<file path="src/rtl/i2c_be_pkg.sv">
package i2c_be_pkg;

    typedef enum logic [1:0] {
        OP_START = 2'd0,
        OP_STOP  = 2'd1,
        OP_WRITE = 2'd2,
        OP_READ  = 2'd3
    } be_op_e;

    typedef enum logic [3:0] {
        ST_WAIT,
        ST_STA_HOLD,
        ST_RS_LOW,
        ST_RS_HIGH,
        ST_B_HOLD,
        ST_B_SETUP,
        ST_B_HIGH,
        ST_P_LOW,
        ST_P_HIGH,
        ST_P_REL,
        ST_MANUAL
    } be_state_e;

endpackage

</file>
<file path="src/rtl/i2c_be_timer.sv">
module i2c_be_timer #(
    parameter int W = 12
) (
    input  logic         clk,
    input  logic         rst_n,
    input  logic         load,
    input  logic [W-1:0] load_val,
    input  logic         en,
    output logic         zero
);
    logic [W-1:0] cnt;

    always_ff @(posedge clk or negedge rst_n) begin
        if (!rst_n)
            cnt <= '0;
        else if (load)
            cnt <= load_val;
        else if (en && cnt != '0)
            cnt <= cnt - 1'b1;
    end

    assign zero = (cnt == '0);
endmodule

</file>
<file path="src/rtl/i2c_be_busmon.sv">
module i2c_be_busmon (
    input  logic       clk,
    input  logic       rst_n,
    input  logic       scl_oe,
    input  logic       sda_oe,
    input  logic       scl_in,
    input  logic       sda_in,
    output logic [3:0] mon,
    output logic       bus_busy,
    output logic       stop_seen
);
    logic scl_q, sda_q;
    logic start_ev, stop_ev;

    assign start_ev = scl_q && scl_in && sda_q && !sda_in;
    assign stop_ev  = scl_q && scl_in && !sda_q && sda_in;

    always_ff @(posedge clk or negedge rst_n) begin
        if (!rst_n) begin
            scl_q     <= 1'b1;
            sda_q     <= 1'b1;
            bus_busy  <= 1'b0;
            stop_seen <= 1'b0;
        end else begin
            scl_q <= scl_in;
            sda_q <= sda_in;
            if (start_ev) begin
                bus_busy  <= 1'b1;
                stop_seen <= 1'b0;
            end else if (stop_ev) begin
                bus_busy  <= 1'b0;
                stop_seen <= 1'b1;
            end
        end
    end

    assign mon = {!sda_oe, sda_in, !scl_oe, scl_in};
endmodule

</file>
<file path="src/rtl/i2c_bit_engine.sv">
module i2c_bit_engine
    import i2c_be_pkg::*;
#(
    parameter int CNT_W = 12
) (
    input  logic             clk,
    input  logic             rst_n,
    input  logic             req_valid,
    input  logic [1:0]       req_op,
    input  logic             req_bit,
    output logic             req_ready,
    output logic             done,
    output logic             rx_bit,
    output logic             arb_lost,
    input  logic [CNT_W-1:0] cfg_period,
    input  logic [CNT_W-1:0] cfg_low,
    input  logic [CNT_W-1:0] cfg_setup,
    input  logic [CNT_W-1:0] cfg_dsu,
    input  logic [1:0]       bus_ctl,
    output logic [3:0]       mon,
    output logic             bus_busy,
    output logic             stop_seen,
    output logic             scl_oe,
    input  logic             scl_in,
    output logic             sda_oe,
    input  logic             sda_in
);
    localparam logic [CNT_W-1:0] ONE = CNT_W'(1);

    function automatic logic [CNT_W-1:0] phase_len(input logic [CNT_W-1:0] n);
        return (n == '0) ? '0 : n - ONE;
    endfunction

    be_state_e        st, st_n;
    logic             normal;
    logic             scl_held, sda_low_q;
    logic             op_low, op_wr;
    logic             done_q, rx_q, arb_q;
    logic             ld, t_zero, t_en, scl_rel, go;
    logic [CNT_W-1:0] ld_val, hold_raw, high_raw;

    assign normal   = (bus_ctl == 2'b11);
    assign hold_raw = (cfg_low > cfg_dsu) ? cfg_low - cfg_dsu : ONE;
    assign high_raw = (cfg_period > cfg_low) ? cfg_period - cfg_low : ONE;
    assign scl_rel  = !scl_oe;
    assign t_en     = !scl_rel || scl_in;
    assign go       = t_zero && t_en;

    i2c_be_timer #(.W(CNT_W)) u_timer (
        .clk      (clk),
        .rst_n    (rst_n),
        .load     (ld),
        .load_val (ld_val),
        .en       (t_en),
        .zero     (t_zero)
    );

    i2c_be_busmon u_busmon (
        .clk       (clk),
        .rst_n     (rst_n),
        .scl_oe    (scl_oe),
        .sda_oe    (sda_oe),
        .scl_in    (scl_in),
        .sda_in    (sda_in),
        .mon       (mon),
        .bus_busy  (bus_busy),
        .stop_seen (stop_seen)
    );

    // next state and phase length
    always_comb begin
        st_n   = st;
        ld     = 1'b0;
        ld_val = '0;
        if (!normal) begin
            st_n = ST_MANUAL;
        end else begin
            unique case (st)
                ST_MANUAL: st_n = ST_WAIT;
                ST_WAIT: begin
                    if (req_valid) begin
                        ld = 1'b1;
                        unique case (be_op_e'(req_op))
                            OP_START: begin
                                st_n   = scl_held ? ST_RS_LOW : ST_STA_HOLD;
                                ld_val = scl_held ? phase_len(cfg_low) : phase_len(cfg_setup);
                            end
                            OP_STOP: begin
                                st_n   = ST_P_LOW;
                                ld_val = phase_len(cfg_low);
                            end
                            OP_WRITE, OP_READ: begin
                                st_n   = ST_B_HOLD;
                                ld_val = phase_len(hold_raw);
                            end
                        endcase
                    end
                end
                ST_STA_HOLD: if (go) st_n = ST_WAIT;
                ST_RS_LOW: if (go) begin
                    st_n = ST_RS_HIGH; ld = 1'b1; ld_val = phase_len(cfg_setup);
                end
                ST_RS_HIGH: if (go) begin
                    st_n = ST_STA_HOLD; ld = 1'b1; ld_val = phase_len(cfg_setup);
                end
                ST_B_HOLD: if (go) begin
                    st_n = ST_B_SETUP; ld = 1'b1; ld_val = phase_len(cfg_dsu);
                end
                ST_B_SETUP: if (go) begin
                    st_n = ST_B_HIGH; ld = 1'b1; ld_val = phase_len(high_raw);
                end
                ST_B_HIGH: if (go) st_n = ST_WAIT;
                ST_P_LOW: if (go) begin
                    st_n = ST_P_HIGH; ld = 1'b1; ld_val = phase_len(cfg_setup);
                end
                ST_P_HIGH: if (go) begin
                    st_n = ST_P_REL; ld = 1'b1; ld_val = phase_len(cfg_setup);
                end
                ST_P_REL: if (go) st_n = ST_WAIT;
                default: st_n = ST_WAIT;
            endcase
        end
    end

    // state register and per-request context
    always_ff @(posedge clk or negedge rst_n) begin
        if (!rst_n) begin
            st        <= ST_WAIT;
            scl_held  <= 1'b0;
            sda_low_q <= 1'b0;
            op_low    <= 1'b0;
            op_wr     <= 1'b0;
            done_q    <= 1'b0;
            rx_q      <= 1'b1;
            arb_q     <= 1'b0;
        end else begin
            st     <= st_n;
            done_q <= 1'b0;
            arb_q  <= 1'b0;
            if (st == ST_WAIT && normal && req_valid) begin
                op_wr  <= (be_op_e'(req_op) == OP_WRITE);
                op_low <= (be_op_e'(req_op) == OP_WRITE) && !req_bit;
            end
            if (st_n == ST_MANUAL) begin
                scl_held  <= 1'b0;
                sda_low_q <= 1'b0;
            end else if (st_n == ST_WAIT && st != ST_WAIT && st != ST_MANUAL) begin
                done_q <= 1'b1;
                if (st == ST_STA_HOLD) begin
                    scl_held  <= 1'b1;
                    sda_low_q <= 1'b1;
                end else if (st == ST_B_HIGH) begin
                    scl_held  <= 1'b1;
                    sda_low_q <= op_low;
                    rx_q      <= sda_in;
                    arb_q     <= op_wr && !op_low && !sda_in;
                end else begin
                    scl_held  <= 1'b0;
                    sda_low_q <= 1'b0;
                end
            end
        end
    end

    // pad outputs per state (1 = pull low)
    always_comb begin
        scl_oe = 1'b0;
        sda_oe = 1'b0;
        unique case (st)
            ST_WAIT:     begin scl_oe = scl_held; sda_oe = sda_low_q; end
            ST_STA_HOLD: begin scl_oe = 1'b0;     sda_oe = 1'b1;      end
            ST_RS_LOW:   begin scl_oe = 1'b1;     sda_oe = 1'b0;      end
            ST_RS_HIGH:  begin scl_oe = 1'b0;     sda_oe = 1'b0;      end
            ST_B_HOLD:   begin scl_oe = 1'b1;     sda_oe = sda_low_q; end
            ST_B_SETUP:  begin scl_oe = 1'b1;     sda_oe = op_low;    end
            ST_B_HIGH:   begin scl_oe = 1'b0;     sda_oe = op_low;    end
            ST_P_LOW:    begin scl_oe = 1'b1;     sda_oe = 1'b1;      end
            ST_P_HIGH:   begin scl_oe = 1'b0;     sda_oe = 1'b1;      end
            ST_P_REL:    begin scl_oe = 1'b0;     sda_oe = 1'b0;      end
            ST_MANUAL:   begin scl_oe = !bus_ctl[0]; sda_oe = 1'b0;   end
            default:     begin scl_oe = 1'b0;     sda_oe = 1'b0;      end
        endcase
    end

    assign req_ready = (st == ST_WAIT) && normal;
    assign done      = done_q;
    assign rx_bit    = rx_q;
    assign arb_lost  = arb_q;
endmodule

</file>
<file path="config.mk">
export PLATFORM = sky130hd
export DESIGN_NAME = i2c_bit_engine
export DESIGN_NICKNAME = d
export VERILOG_FILES = /design/src/rtl/i2c_be_pkg.sv /design/src/rtl/i2c_be_timer.sv /design/src/rtl/i2c_be_busmon.sv /design/src/rtl/i2c_bit_engine.sv
export SDC_FILE = /design/constraint.sdc
export NUM_CORES = 1
export LEC_CHECK = 0
export BUFFER_PORTS_ARGS = -buffer_cell sky130_fd_sc_hd__clkbuf_2
export CORE_AREA = 3 3 106 108
export CTS_CLUSTER_DIAMETER = 60
export DETAILED_ROUTE_END_ITERATION = 10
export DIE_AREA = 0 0 109 111
export PLACE_DENSITY = 0.7
export SLEW_MARGIN = 20
export SYNTH_ARGS = -nofsm -noshare
export SYNTH_HDL_FRONTEND = slang
export SYNTH_SLANG_ARGS = --single-unit
</file>
<file path="constraint.sdc">
create_clock -name clk -period 3.59 [get_ports clk]
set_input_delay 0 -clock clk [delete_from_list [all_inputs] [get_ports clk]]
set_output_delay 0 -clock clk [all_outputs]
set_load 0.005 [all_outputs]
</file>
-- Yosys cells after proc, flatten, opt, wreduce, memory -nomap -nowiden
Index checks and enable logic that the tools add are counted.
- input bits: 58
- word-level logic and storage cells: 139
- register bits: 27
- output and inout bits: 12
- $lt $le $gt $ge: 2
- muxes and demuxes: 53
- bitwise gates (word level): 2
- reduce and logical (&&, ||, !) cells: 45
- add/sub/neg operators: 8
- eq/ne operators: 16
- operators by type and width (kind ; count):
    $mux W12 ; 15
    $logic_not A12 Y1 ; 6
    $sub A12 B1 Y12 const B ; 6
    $pmux W12 S4 ; 1
    $mux W4 ; 9
    $pmux W12 S3 ; 1
    $pmux W4 S8 ; 1
    $gt A12 B12 Y1 ; 2
    $sub A12 B12 Y12 ; 2
    $mux W1 ; 21
    $eq A4 B3 Y1 const B ; 4
    $eq A4 B4 Y1 const B ; 4
    $logic_and A1 B1 Y1 ; 14
    $pmux W4 S3 ; 1
    $reduce_bool A12 Y1 ; 1
    $eq A4 B2 Y1 const B ; 2
    $logic_not A4 Y1 ; 2
    $reduce_or A4 Y1 ; 2
    $logic_not A1 Y1 ; 7
    $eq A2 B2 Y1 const B ; 3
    $pmux W1 S3 ; 2
    $reduce_bool A2 Y1 ; 3
    $reduce_or A2 Y1 ; 3
    $reduce_or A3 Y1 ; 2
    11 further kinds ; 12

-- Longest topological paths before layout
Gate-level depths: netlist of run 1.
- depth in word-level cells: 13
- depth in mapped cells: 18
- gate-level depth less buffers: 17

-- By module
A second synthesis of run 1 with hierarchy kept.
- cell total of the unflattened synthesis: 710
- area total of the unflattened synthesis: 5217.5 um^2
- modules (own cells, without submodules) (module ; cells an instance ; area an instance (um^2) ; times used ; sequential area each (um^2)):
    i2c_bit_engine ; 605 ; 4249.1 ; 1 ; 276.5
    i2c_be_timer ; 89 ; 798.3 ; 1 ; 300.3
    i2c_be_busmon ; 16 ; 170.2 ; 1 ; 102.6

-- Worst setup path after synthesis of run 1
Ideal clock, no wire load.
- path type: input-to-reg
- start point: input cfg_period[0]
- end point: register u_timer.cnt[11]
- path buffers: 0
- data required time: 3471 ps
- stages on the path: 12
- path slack: 729 ps
- arrival: 2742 ps
- setup time: 119 ps
- cells stage by stage: inv_1 -> ha_1 -> inv_1 -> fa_1 -> xor2_1 -> or4_2 -> a221oi_4 -> nand4b_4 -> nor3_2 -> xor2_1 -> o31a_1 -> a21bo_1
- cells in the longest elaborated chain, start to end: 8
- elaborated cells on any way between the ends: 10
- classes of those cells: 2 x add/sub; 1 x order compare; 6 x mux; 1 x reduce/logical
- RTL lines (item ; RTL line ; source):
    start: declaration ; i2c_bit_engine.sv:15 ; input logic [CNT_W-1:0] cfg_period,
    $sub A12 B12 Y12 or $gt A12 B12 Y1 (tied branches) ; i2c_bit_engine.sv:44 ; assign high_raw = (cfg_period > cfg_low) ? cfg_period - cfg_low : ONE;
    $mux W12 * ; i2c_bit_engine.sv:44 ;
    $sub A12 B1 Y12 or $logic_not A12 Y1 (tied branches) ; i2c_bit_engine.sv:31 ; return (n == '0) ? '0 : n - ONE;
    $mux W12 * ; i2c_bit_engine.sv:31 ;
    $mux W12 * ; i2c_bit_engine.sv:109 ; ST_B_SETUP: if (go) begin
    $pmux W12 S4 * ; i2c_bit_engine.sv:78 ; unique case (st)
    $mux W12 * ; i2c_bit_engine.sv:75 ; if (!normal) begin
    $mux W12 * ; i2c_be_timer.sv:16 ; else if (load)
    end signal: assignment ; i2c_be_timer.sv:17 ; cnt <= load_val;
    end signal: assignment ; i2c_be_timer.sv:19 ; cnt <= cnt - 1'b1;
    end: declaration ; i2c_be_timer.sv:11 ; logic [W-1:0] cnt;
Every way passes the cells marked *; elsewhere a longest branch is shown, timed or not.
A chain may end at the register's enable or synchronous reset.

-- Worst setup path after layout of run 1
- start point: register u_timer.cnt[5]
- end point: register rx_q, in the netlist rx_bit
- cells in the longest elaborated chain, start to end: 9
- elaborated cells on any way between the ends: 17
- classes of those cells: 1 x eq/ne; 9 x mux; 1 x bitwise; 6 x reduce/logical
- RTL lines (item ; RTL line ; source):
    $logic_not A12 Y1 * ; i2c_be_timer.sv:22 ; assign zero = (cnt == '0);
    $logic_and A1 B1 Y1 * ; i2c_bit_engine.sv:47 ; assign go = t_zero && t_en;
    $mux W4 (tied with other cells) ; i2c_bit_engine.sv:99, i2c_bit_engine.sv:112, i2c_bit_engine.sv:119 ;
    $pmux W4 S8 * ; i2c_bit_engine.sv:78 ;
    $mux W4 * ; i2c_bit_engine.sv:75 ;
    named net st_n[0] ; i2c_bit_engine.sv:34 ; be_state_e st, st_n;
    $logic_not A4 Y1 ; i2c_bit_engine.sv:147 ; end else if (st_n == ST_WAIT && st != ST_WAIT && st != ST_MANUAL) begin
    $logic_and A1 B1 Y1 (2 in a row) ; i2c_bit_engine.sv:147 ;
    $reduce_and A4 Y1 (no source line) * ; n/a ;
    end signal: assignment ; i2c_bit_engine.sv:155 ; rx_q <= sda_in;
    end: declaration ; i2c_bit_engine.sv:38 ; logic done_q, rx_q, arb_q;
Mark *: on every way through the listed nets, which the timed path passes. The rest lies on a longest branch.

==> metrics.csv, run 1 <==
metric,value,unit
timing.final.crit_share,0.904,
layout_common_cells,"clkbuf_2, nand2_1, nor2_1, o21ai_0, inv_1",
grt_overflow,0,
p_leak,2.50,nW
layout_commonest_cell,clkbuf_2,
peakVddDrop,0.182,mV
diodes,0,
cts_tree,done,
fin_cells,905,
yosys_warnings,0,
yosysSeqAreaShare,0.132,
synthDistinctLibCells,94,
die_w,109,µm
slew_headroom,0.524,
cts_buffers,3,
h-tree-depth,1,
crit_slowest_cell,or4_1,
async_flop_share,1.00,
antenna_left,0,
fin_total_pwr,1.66,mW
drive_above_1_share,0.161,
die_y,111,µm
clk_pin_slew,0.10,ns
antenna_found_initial,0,
final_nets,865,
wl_per_cell,18.2,µm
place_inst,897,
cts_sinks,27,
tightest_slew,0.711,ns
drc_errors,0,
totalWireLength,16500,µm
arrival,3.46,ns
setup_tns,0,ns
core_area,10300,µm²
cap_violations,0,
syn_area_per_cell,7.23,µm²
start_kind,flop,
drt_iter0_markers,451,
port_buffers,69,
boundaryPins,70,
required,3.81,ns
slowest_delay,0.65,ns
vias,5582,
rows,37,
grt_pass1_vias,5260,
track_usage,0.271,
grt_max_degree,28,
powerDensity,292,nW/µm²
clk_latency,0.28,ns
viasPerCell,6.17,
grt_pass1_wl,26500,µm
syn_inst,711,
rsz0062_at_grt,false,
dr.pass1.iters,7,
areaGrowthSynthToFinish,10.2,%
path_max_fanout,12,
hold_class,input pin to flop,
r2r_slack,0.34,ns
die_area,12100,µm²
cts_setup_buffers,0,
ys_ff_latch,27,
worst_hold_slack,0.0122,ns
synth-edff-count,0,
gp_congestion,1.06,
finalSetupViolations,0,
start_util,0.498,
skew,0.00564,ns
synth_nets,806,
final_util,0.549,
syn_area,5140,µm²
crit_path_end_kind,flop,
hpwl,13800,µm
drv_slew,0,
cts_root_buf,clkbuf_8,
crit_type,flop to flop,
status,"complete, no violations",
clockBufferDepth,2,
fmax,0.308,GHz
synth_ff_type,dfrtp_1,
cp_cell_sequence,nor4_4 > nand4_2 > a31oi_4 > o311ai_0 > o21ai_0 > a221oi_1 > or4_1 > nor3_2 > mux2_1,
min_period,3.25,ns
hold_violations,0,
-- registers in the layout (all words and copies together) (netlist names) --
signal and cells:
arb_lost 1, done 1, op_low 1, op_wr 1, rx_bit 1, scl_held 1
sda_low_q 1, st 4, u_busmon.bus_busy 1, u_busmon.scl_q 1, u_busmon.sda_q 1, u_busmon.stop_seen 1
u_timer.cnt 12
-- final cells by class --
| class | count | area (µm²) |
|---|---|---|
| sequential | 27 | 679 |
| tap | 136 | 170 |
| clock inverter | 1 | 7.51 |
| multi-input combinational | 604 | 4120 |
| fill | 1002 | 4650 |
| timing repair buffer | 84 | 468 |
| inverter | 50 | 188 |
| clock buffer | 3 | 41.3 |
-- critical path: cells and delay by family (launching register included) --
family	cells	cell delay (ns)
AOI/OAI and AO/OA	4	0.81
and+or+nand+nor	4	1.55
muxes	1	0.34
DFF	1	0.48
-- cell families (layout without fill, tap and decap cells) --
family | count (synthesis) | count (layout) | synth area share
fa+ha+maj | 37 | 37 | 0.0929
flops | 27 | 27 | 0.132
xor+xnor | 61 | 61 | 0.104
buf+inv | 80 | 138 | 0.0698
mux | 7 | 7 | 0.0141
compound gates | 220 | 220 | 0.300
simple gates | 279 | 279 | 0.288
-- metal layers --
layer / share of wire / up-vias / global-route usage
met5: 0 / - / 0
met4: 0.030 / 0 / 0.0825
met3: 0.057 / 37 / 0.0169
met2: 0.47 / 215 / 0.445
met1: 0.45 / 2589 / 0.377
li1: - / 2741 / -
-- synth_stat cells (all sizes together) (5+ instances only) --
cell / instances / area, µm²
a211oi: 14 / 118
a21o: 13 / 101
a21oi: 42 / 210
a221oi: 8 / 87.6
a31oi: 9 / 62.6
and2: 6 / 40.0
and3: 13 / 83.8
buf: 10 / 77.6
clkbuf: 19 / 83.8
dfrtp: 24 / 601
ha: 35 / 438
inv: 50 / 188
mux2i: 5 / 50.1
nand2: 68 / 255
nand2b: 6 / 37.5
nand3: 23 / 115
nand4: 12 / 81.3
nor2: 59 / 221
nor2b: 11 / 68.8
nor3: 30 / 160
nor4: 13 / 103
o211a: 5 / 50.1
o211ai: 10 / 75.1
o21a: 6 / 45.0
o21ai: 62 / 314
or3: 6 / 37.5
or3b: 5 / 43.8
or4: 6 / 50.1
xnor2: 39 / 342
xor2: 22 / 193
-- stage by stage --
step,cell area [µm²],worst slack [ns]
final,5670,0.344
after global routing,5670,0.0998
after detailed placement,5570,0.0553
after global placement,5570,0.0212
after CTS,5660,0.0142
after floorplan,5140,0.729
-- what timing repair did --
| action | 4_1_cts | 5_1_grt |
|---|---|---|
| resized for setup | 0 | 2 |
| setup endpoints to repair | 0 | 4 |
| hold buffers | 4 | 0 |
| endpoints found under the hold margin | 27 | 0 |
-- path summary, 6_finish.rpt --
| path | from | end | cells past startpoint |
|---|---|---|---|
| setup / recovery | u_timer.cnt[5] | rx_bit | 9 |
| hold / removal | bus_ctl[1] | sda_low_q | 2 |
| setup reg to reg | u_timer.cnt[5] | rx_bit | 9 |
| hold reg to reg | op_wr | op_wr | 2 |
| max in group asynchronous | rst_n | u_timer.cnt[9] | 2 |
| min in group asynchronous | rst_n | st[3] | 2 |
-- where the power goes --
group	total [mW]	switching [mW]	internal (mW)
sequential	0.459	0.0794	0.379
clock	0.185	0.106	0.0790
combinational	1.01	0.603	0.410
total	1.66	0.788	0.868
(Power assumes the default switching activity.)
==> run 2: changes to the inputs <==
--- a/config.mk
+++ b/config.mk
@@ -10,7 +10,7 @@
 export CTS_CLUSTER_DIAMETER = 60
 export DETAILED_ROUTE_END_ITERATION = 10
 export DIE_AREA = 0 0 109 111
-export PLACE_DENSITY = 0.7
+export PLACE_DENSITY_LB_ADDON = 0.15
 export SLEW_MARGIN = 20
 export SYNTH_ARGS = -nofsm -noshare
 export SYNTH_HDL_FRONTEND = slang
==> run 2 against run 1 <==
  * Largest power group unchanged
  * Register-to-register slack worse by 0.03 ns
  * Largest cell class unchanged
  * Final area decreased by 0.20%
  * Via count grew 0.81%
  * Core utilization decreased by 0.11 points
  * Critical endpoint unchanged
  * Highest routed layer unchanged
==> metrics.csv, run 2 (synthesis results as in run 1) <==
metric,value,unit
status,"complete, no violations",
largest-register,u_timer.cnt,
cp-startpoint,u_timer.cnt[5],
cts_tree,done,
totalWireLength,16900,µm
rsz0062_at_grt,false,
p_leak,2.50,nW
finalSetupViolations,0,
clk_latency,0.28,ns
regArea,679,µm²
final_nets,865,
r2r-start,u_timer.cnt[5],
final_util,0.548,
diodes,0,
hold_class,input pin to flop,
fin_cells,905,
place_inst,897,
viasPerCell,6.22,
clockBufferDepth,2,
cts_root_buf,clkbuf_8,
h-tree-depth,1,
layout_common_cells,"clkbuf_2, nand2_1, nor2_1, o21ai_0, inv_1",
path_max_fanout,7,
die_area,12100,µm²
port_buffers,69,
antenna_left,0,
worstHoldStart,bus_ctl[1],
peakVddDrop,0.158,mV
powerDensity,295,nW/µm²
grt_max_degree,28,
boundaryPins,70,
drv_slew,0,
vias,5627,
cap_violations,0,
timing.final.crit_share,0.913,
worst_hold_slack,0.00822,ns
cts_sinks,27,
crit_path_end_kind,flop,
wl_per_cell,18.7,µm
cts_buffers,3,
top_regs,"u_timer.cnt: 12 flops, st: 4 flops",
clk_pin_slew,0.11,ns
track_usage,0.274,
worstRegToRegCells,10,
hpwl,14200,µm
post_cts_resized,0,
grt.busiest_layer,met2,
rows,37,
fillers,1010,
start_util,0.498,
multi_input_area,4100,µm²
grt_pass1_wl,26800,µm
holdPathStages,2,
required,3.81,ns
tightest_slew,0.699,ns
largest_reg_flops,12,
min_to,sda_low_q,
grtUsageMet2,0.441,
dr.pass1.iters,5,
arrival,3.50,ns
crit_type,flop to flop,
drive_above_1_share,0.160,
antenna_found_initial,0,
core_area,10300,µm²
layout_commonest_cell,clkbuf_2,
areaGrowthSynthToFinish,10.0,%
setup_tns,0,ns
grt_pass1_vias,5275,
skew,0.00872,ns
start_kind,flop,
min_period,3.28,ns
postCtsHoldBufs,4,
die_y,111,µm
hold_violations,0,
drc_errors,0,
use_met3,0.0303,
cts_setup_buffers,0,
r2r-end,rx_bit,
slew_headroom,0.534,
die_w,109,µm
fmax,0.305,GHz
grt_use_met1,0.374,
drt_iter0_markers,496,
grt_overflow,0,
gp_congestion,0.994,
r2r_slack,0.31,ns
[run 2: through the flow]
step | cell area, µm² | setup slack [ns] | power [mW]
after floorplan | 5140 | 0.729 | 1.17
after global placement | 5570 | 0.316 | 1.44
after detailed placement | 5570 | 0.290 | 1.46
after CTS | 5660 | 0.309 | 1.65
after global routing | 5660 | 0.106 | 1.79
final | 5660 | 0.312 | 1.67
[run 2: worst max-delay path by stage]
stage / endpoint / slack (ns) / cells after the start
6_report: rx_bit / 0.31 / 10
5_1_grt: rx_bit / 0.11 / 10
4_1_cts: rx_bit / 0.31 / 10
3_5_place_dp: u_timer.cnt[2] / 0.29 / 12
3_3_place_gp: u_timer.cnt[2] / 0.32 / 12
2_1_floorplan: u_timer.cnt[11] / 0.73 / 12
[run 2: per-layer routing]
metal / wire length [µm] / up-vias
met4: 663 / 0
li1: - / 2742
met3: 1210 / 43
met1: 7380 / 2599
met5: 0 / -
met2: 7680 / 243
[run 2: cell type report]
class                   instances  share of cell area
clock buffers                   3             0.00730
clock inverters                 1             0.00133
inverters                      50              0.0332
multi-input cells             604               0.725
flip-flops and latches         27               0.120
well taps                     136              0.0301
repair buffers                 84              0.0827
[run 2: critical path: stages, from the launching register on]
cell and delay [ns]:
dfrtp_1 0.47, nor4_4 0.41, nand4_2 0.26, a31oi_2 0.38
buf_4 0.21, nor2_1 0.05, a31oi_1 0.13, o21ai_1 0.09
or4_1 0.61, nor3_2 0.24, mux2_1 0.35
[run 2: power by group]
part	total, mW	internal, mW	leakage (nW)	switching [mW]
sequential	0.470	0.379	0.330	0.0912
clock	0.188	0.0790	0.0217	0.109
combinational	1.01	0.409	2.15	0.599
==> run 3: changes to the inputs <==
--- a/config.mk
+++ b/config.mk
@@ -10,6 +10,7 @@
 export CTS_CLUSTER_DIAMETER = 60
 export DETAILED_ROUTE_END_ITERATION = 10
 export DIE_AREA = 0 0 109 111
+export HOLD_SLACK_MARGIN = 0.08
 export PLACE_DENSITY_LB_ADDON = 0.15
 export SLEW_MARGIN = 20
 export SYNTH_ARGS = -nofsm -noshare
==> run 3 against run 2 <==
  * Maximum frequency is 0.35% higher
  * Clock-buffer cell count unchanged
  * Sequential power is essentially flat
  * Sequential cell count did not move
  * Combinational power about the same
  * Global-route usage about the same
  * Final cell count rose by 0.22%
  * Total power barely moved
  * Clock skew is 0.0019 ns higher
  * Clock power about the same
  * Register-to-register slack about the same
  * Critical path type unchanged
  * Largest cell class unchanged
==> metrics.csv, run 3 (synthesis results as in run 1) <==
metric,value,unit
clockBufferDepth,2,
cap_violations,0,
drv_slew,0,
grt_overflow,0,
largest-register,u_timer.cnt,
layout_commonest_cell,clkbuf_2,
die_w,109,µm
finalSetupViolations,0,
die_area,12100,µm²
cts_buffers,3,
holdPathStages,4,
timing.final.crit_share,0.910,
antenna_left,0,
track_usage,0.275,
cts_sinks,27,
h-tree-depth,1,
crit_path_end_kind,flop,
clk_latency,0.28,ns
start_util,0.498,
r2r_slack,0.32,ns
fmax,0.306,GHz
totalWireLength,16900,µm
layout_setup_ws,0.324,ns
core_area,10300,µm²
crit_slowest_cell,or4_1,
fin_total_pwr,1.67,mW
dr.pass1.iters,9,
worstHoldStart,req_op[0],
hold_violations,0,
arrival,3.49,ns
peakVddDrop,0.158,mV
top_regs,"u_timer.cnt: 12 flops, st: 4 flops",
cp_cell_sequence,nor4_4 > nand4_2 > a31oi_2 > buf_4 > nor2_1 > a31oi_1 > o21ai_1 > or4_1 > nor3_2 > mux2_1,
grt_pass1_vias,5281,
drive_above_1_share,0.160,
start_kind,flop,
hold_class,input pin to flop,
p_leak,2.51,nW
areaGrowthSynthToFinish,10.4,%
place_ws,0.290,ns
hpwl,14200,µm
vias,5655,
final_nets,867,
path_max_fanout,7,
min_to,op_low,
cts_root_buf,clkbuf_8,
rows,37,
diodes,0,
path_delay_family,simple AND/OR/NAND/NOR gates,
cts_tree,done,
status,"complete, no violations",
worstRegToRegCells,10,
viasPerCell,6.23,
drt_iter0_markers,460,
min_period,3.27,ns
gp_congestion,0.994,
port_buffers,69,
slew_headroom,0.528,
clk_pin_slew,0.11,ns
boundaryPins,70,
drc_errors,0,
path_buf_inv,1,
antenna_found_initial,0,
die_y,111,µm
cts_setup_buffers,0,
largest_reg_flops,12,
r2r-end,rx_bit,
grt_pass1_wl,26800,µm
crit_type,flop to flop,
tightest_slew,0.708,ns
skew,0.0106,ns
slowest_delay,0.62,ns
rsz0062_at_grt,false,
r2r-start,u_timer.cnt[5],
required,3.81,ns
powerDensity,294,nW/µm²
wl_per_cell,18.6,µm
layout_common_cells,"clkbuf_2, nand2_1, nor2_1, o21ai_0, inv_1",
setup_tns,0,ns
fillers,1008,
grt_max_degree,28,
## run 3: worst register-to-register path, delay by kind of cell, from the launching register on
family	cells	cell delay, ns
compound gates	3	0.59
buf+inv	1	0.21
flops	1	0.47
mux	1	0.35
simple gates	5	1.59
## run 3: layout make-up
cell class	instances	area (µm²)	share of cell area
Clock buffer	3	41.3	0.00727
Clock inverter	1	7.51	0.00132
Inverter	50	188	0.0331
Multi-Input combinational cell	604	4100	0.723
Sequential cell	27	679	0.120
Tap cell	136	170	0.0300
Timing Repair Buffer	86	488	0.0859
## run 3: per-stage QoR
step,utilization,instances,hold slack [ns],instance area [µm²]
2_1_floorplan,-,711,-0.296,5140
3_3_place_gp,0.539,897,0.0827,5570
3_5_place_dp,0.539,897,0.0824,5570
4_1_cts,0.550,907,0.0818,5680
5_1_grt,0.550,907,0.133,5680
6_report,0.550,907,0.0963,5680
## run 3: what timing repair did
| item | in CTS | in global routing |
|---|---|---|
| hold endpoints to repair | 30 | 0 |
| hold buffers | 6 | 0 |
| gates resized for setup | 0 | 0 |
## run 3: worst max-delay path by stage
stage	startpoint	to	slack, ns	cells past startpoint
floorplan	cfg_period[0]	u_timer.cnt[11]	0.73	12
global placement	cfg_low[0]	u_timer.cnt[2]	0.32	12
detailed placement	cfg_low[0]	u_timer.cnt[2]	0.29	12
CTS	u_timer.cnt[5]	rx_bit	0.31	10
global route	u_timer.cnt[5]	rx_bit	0.11	10
finish	u_timer.cnt[5]	rx_bit	0.32	10
## run 3: where the power goes
| group | leakage, nW | switching (mW) | internal, mW |
|---|---|---|---|
| clock network | 0.0217 | 0.109 | 0.0790 |
| registers | 0.330 | 0.0915 | 0.379 |
| logic | 2.16 | 0.598 | 0.411 |
| total | 2.51 | 0.799 | 0.868 |
## run 3: per-layer routing
| metal | up-vias | GRT usage | share of wire |
|---|---|---|---|
| li1 | 2748 | - | - |
| met1 | 2611 | 0.374 | 0.43 |
| met2 | 249 | 0.441 | 0.46 |
| met3 | 47 | 0.0303 | 0.078 |
| met4 | 0 | 0.103 | 0.039 |
| met5 | - | 0 | 0 |
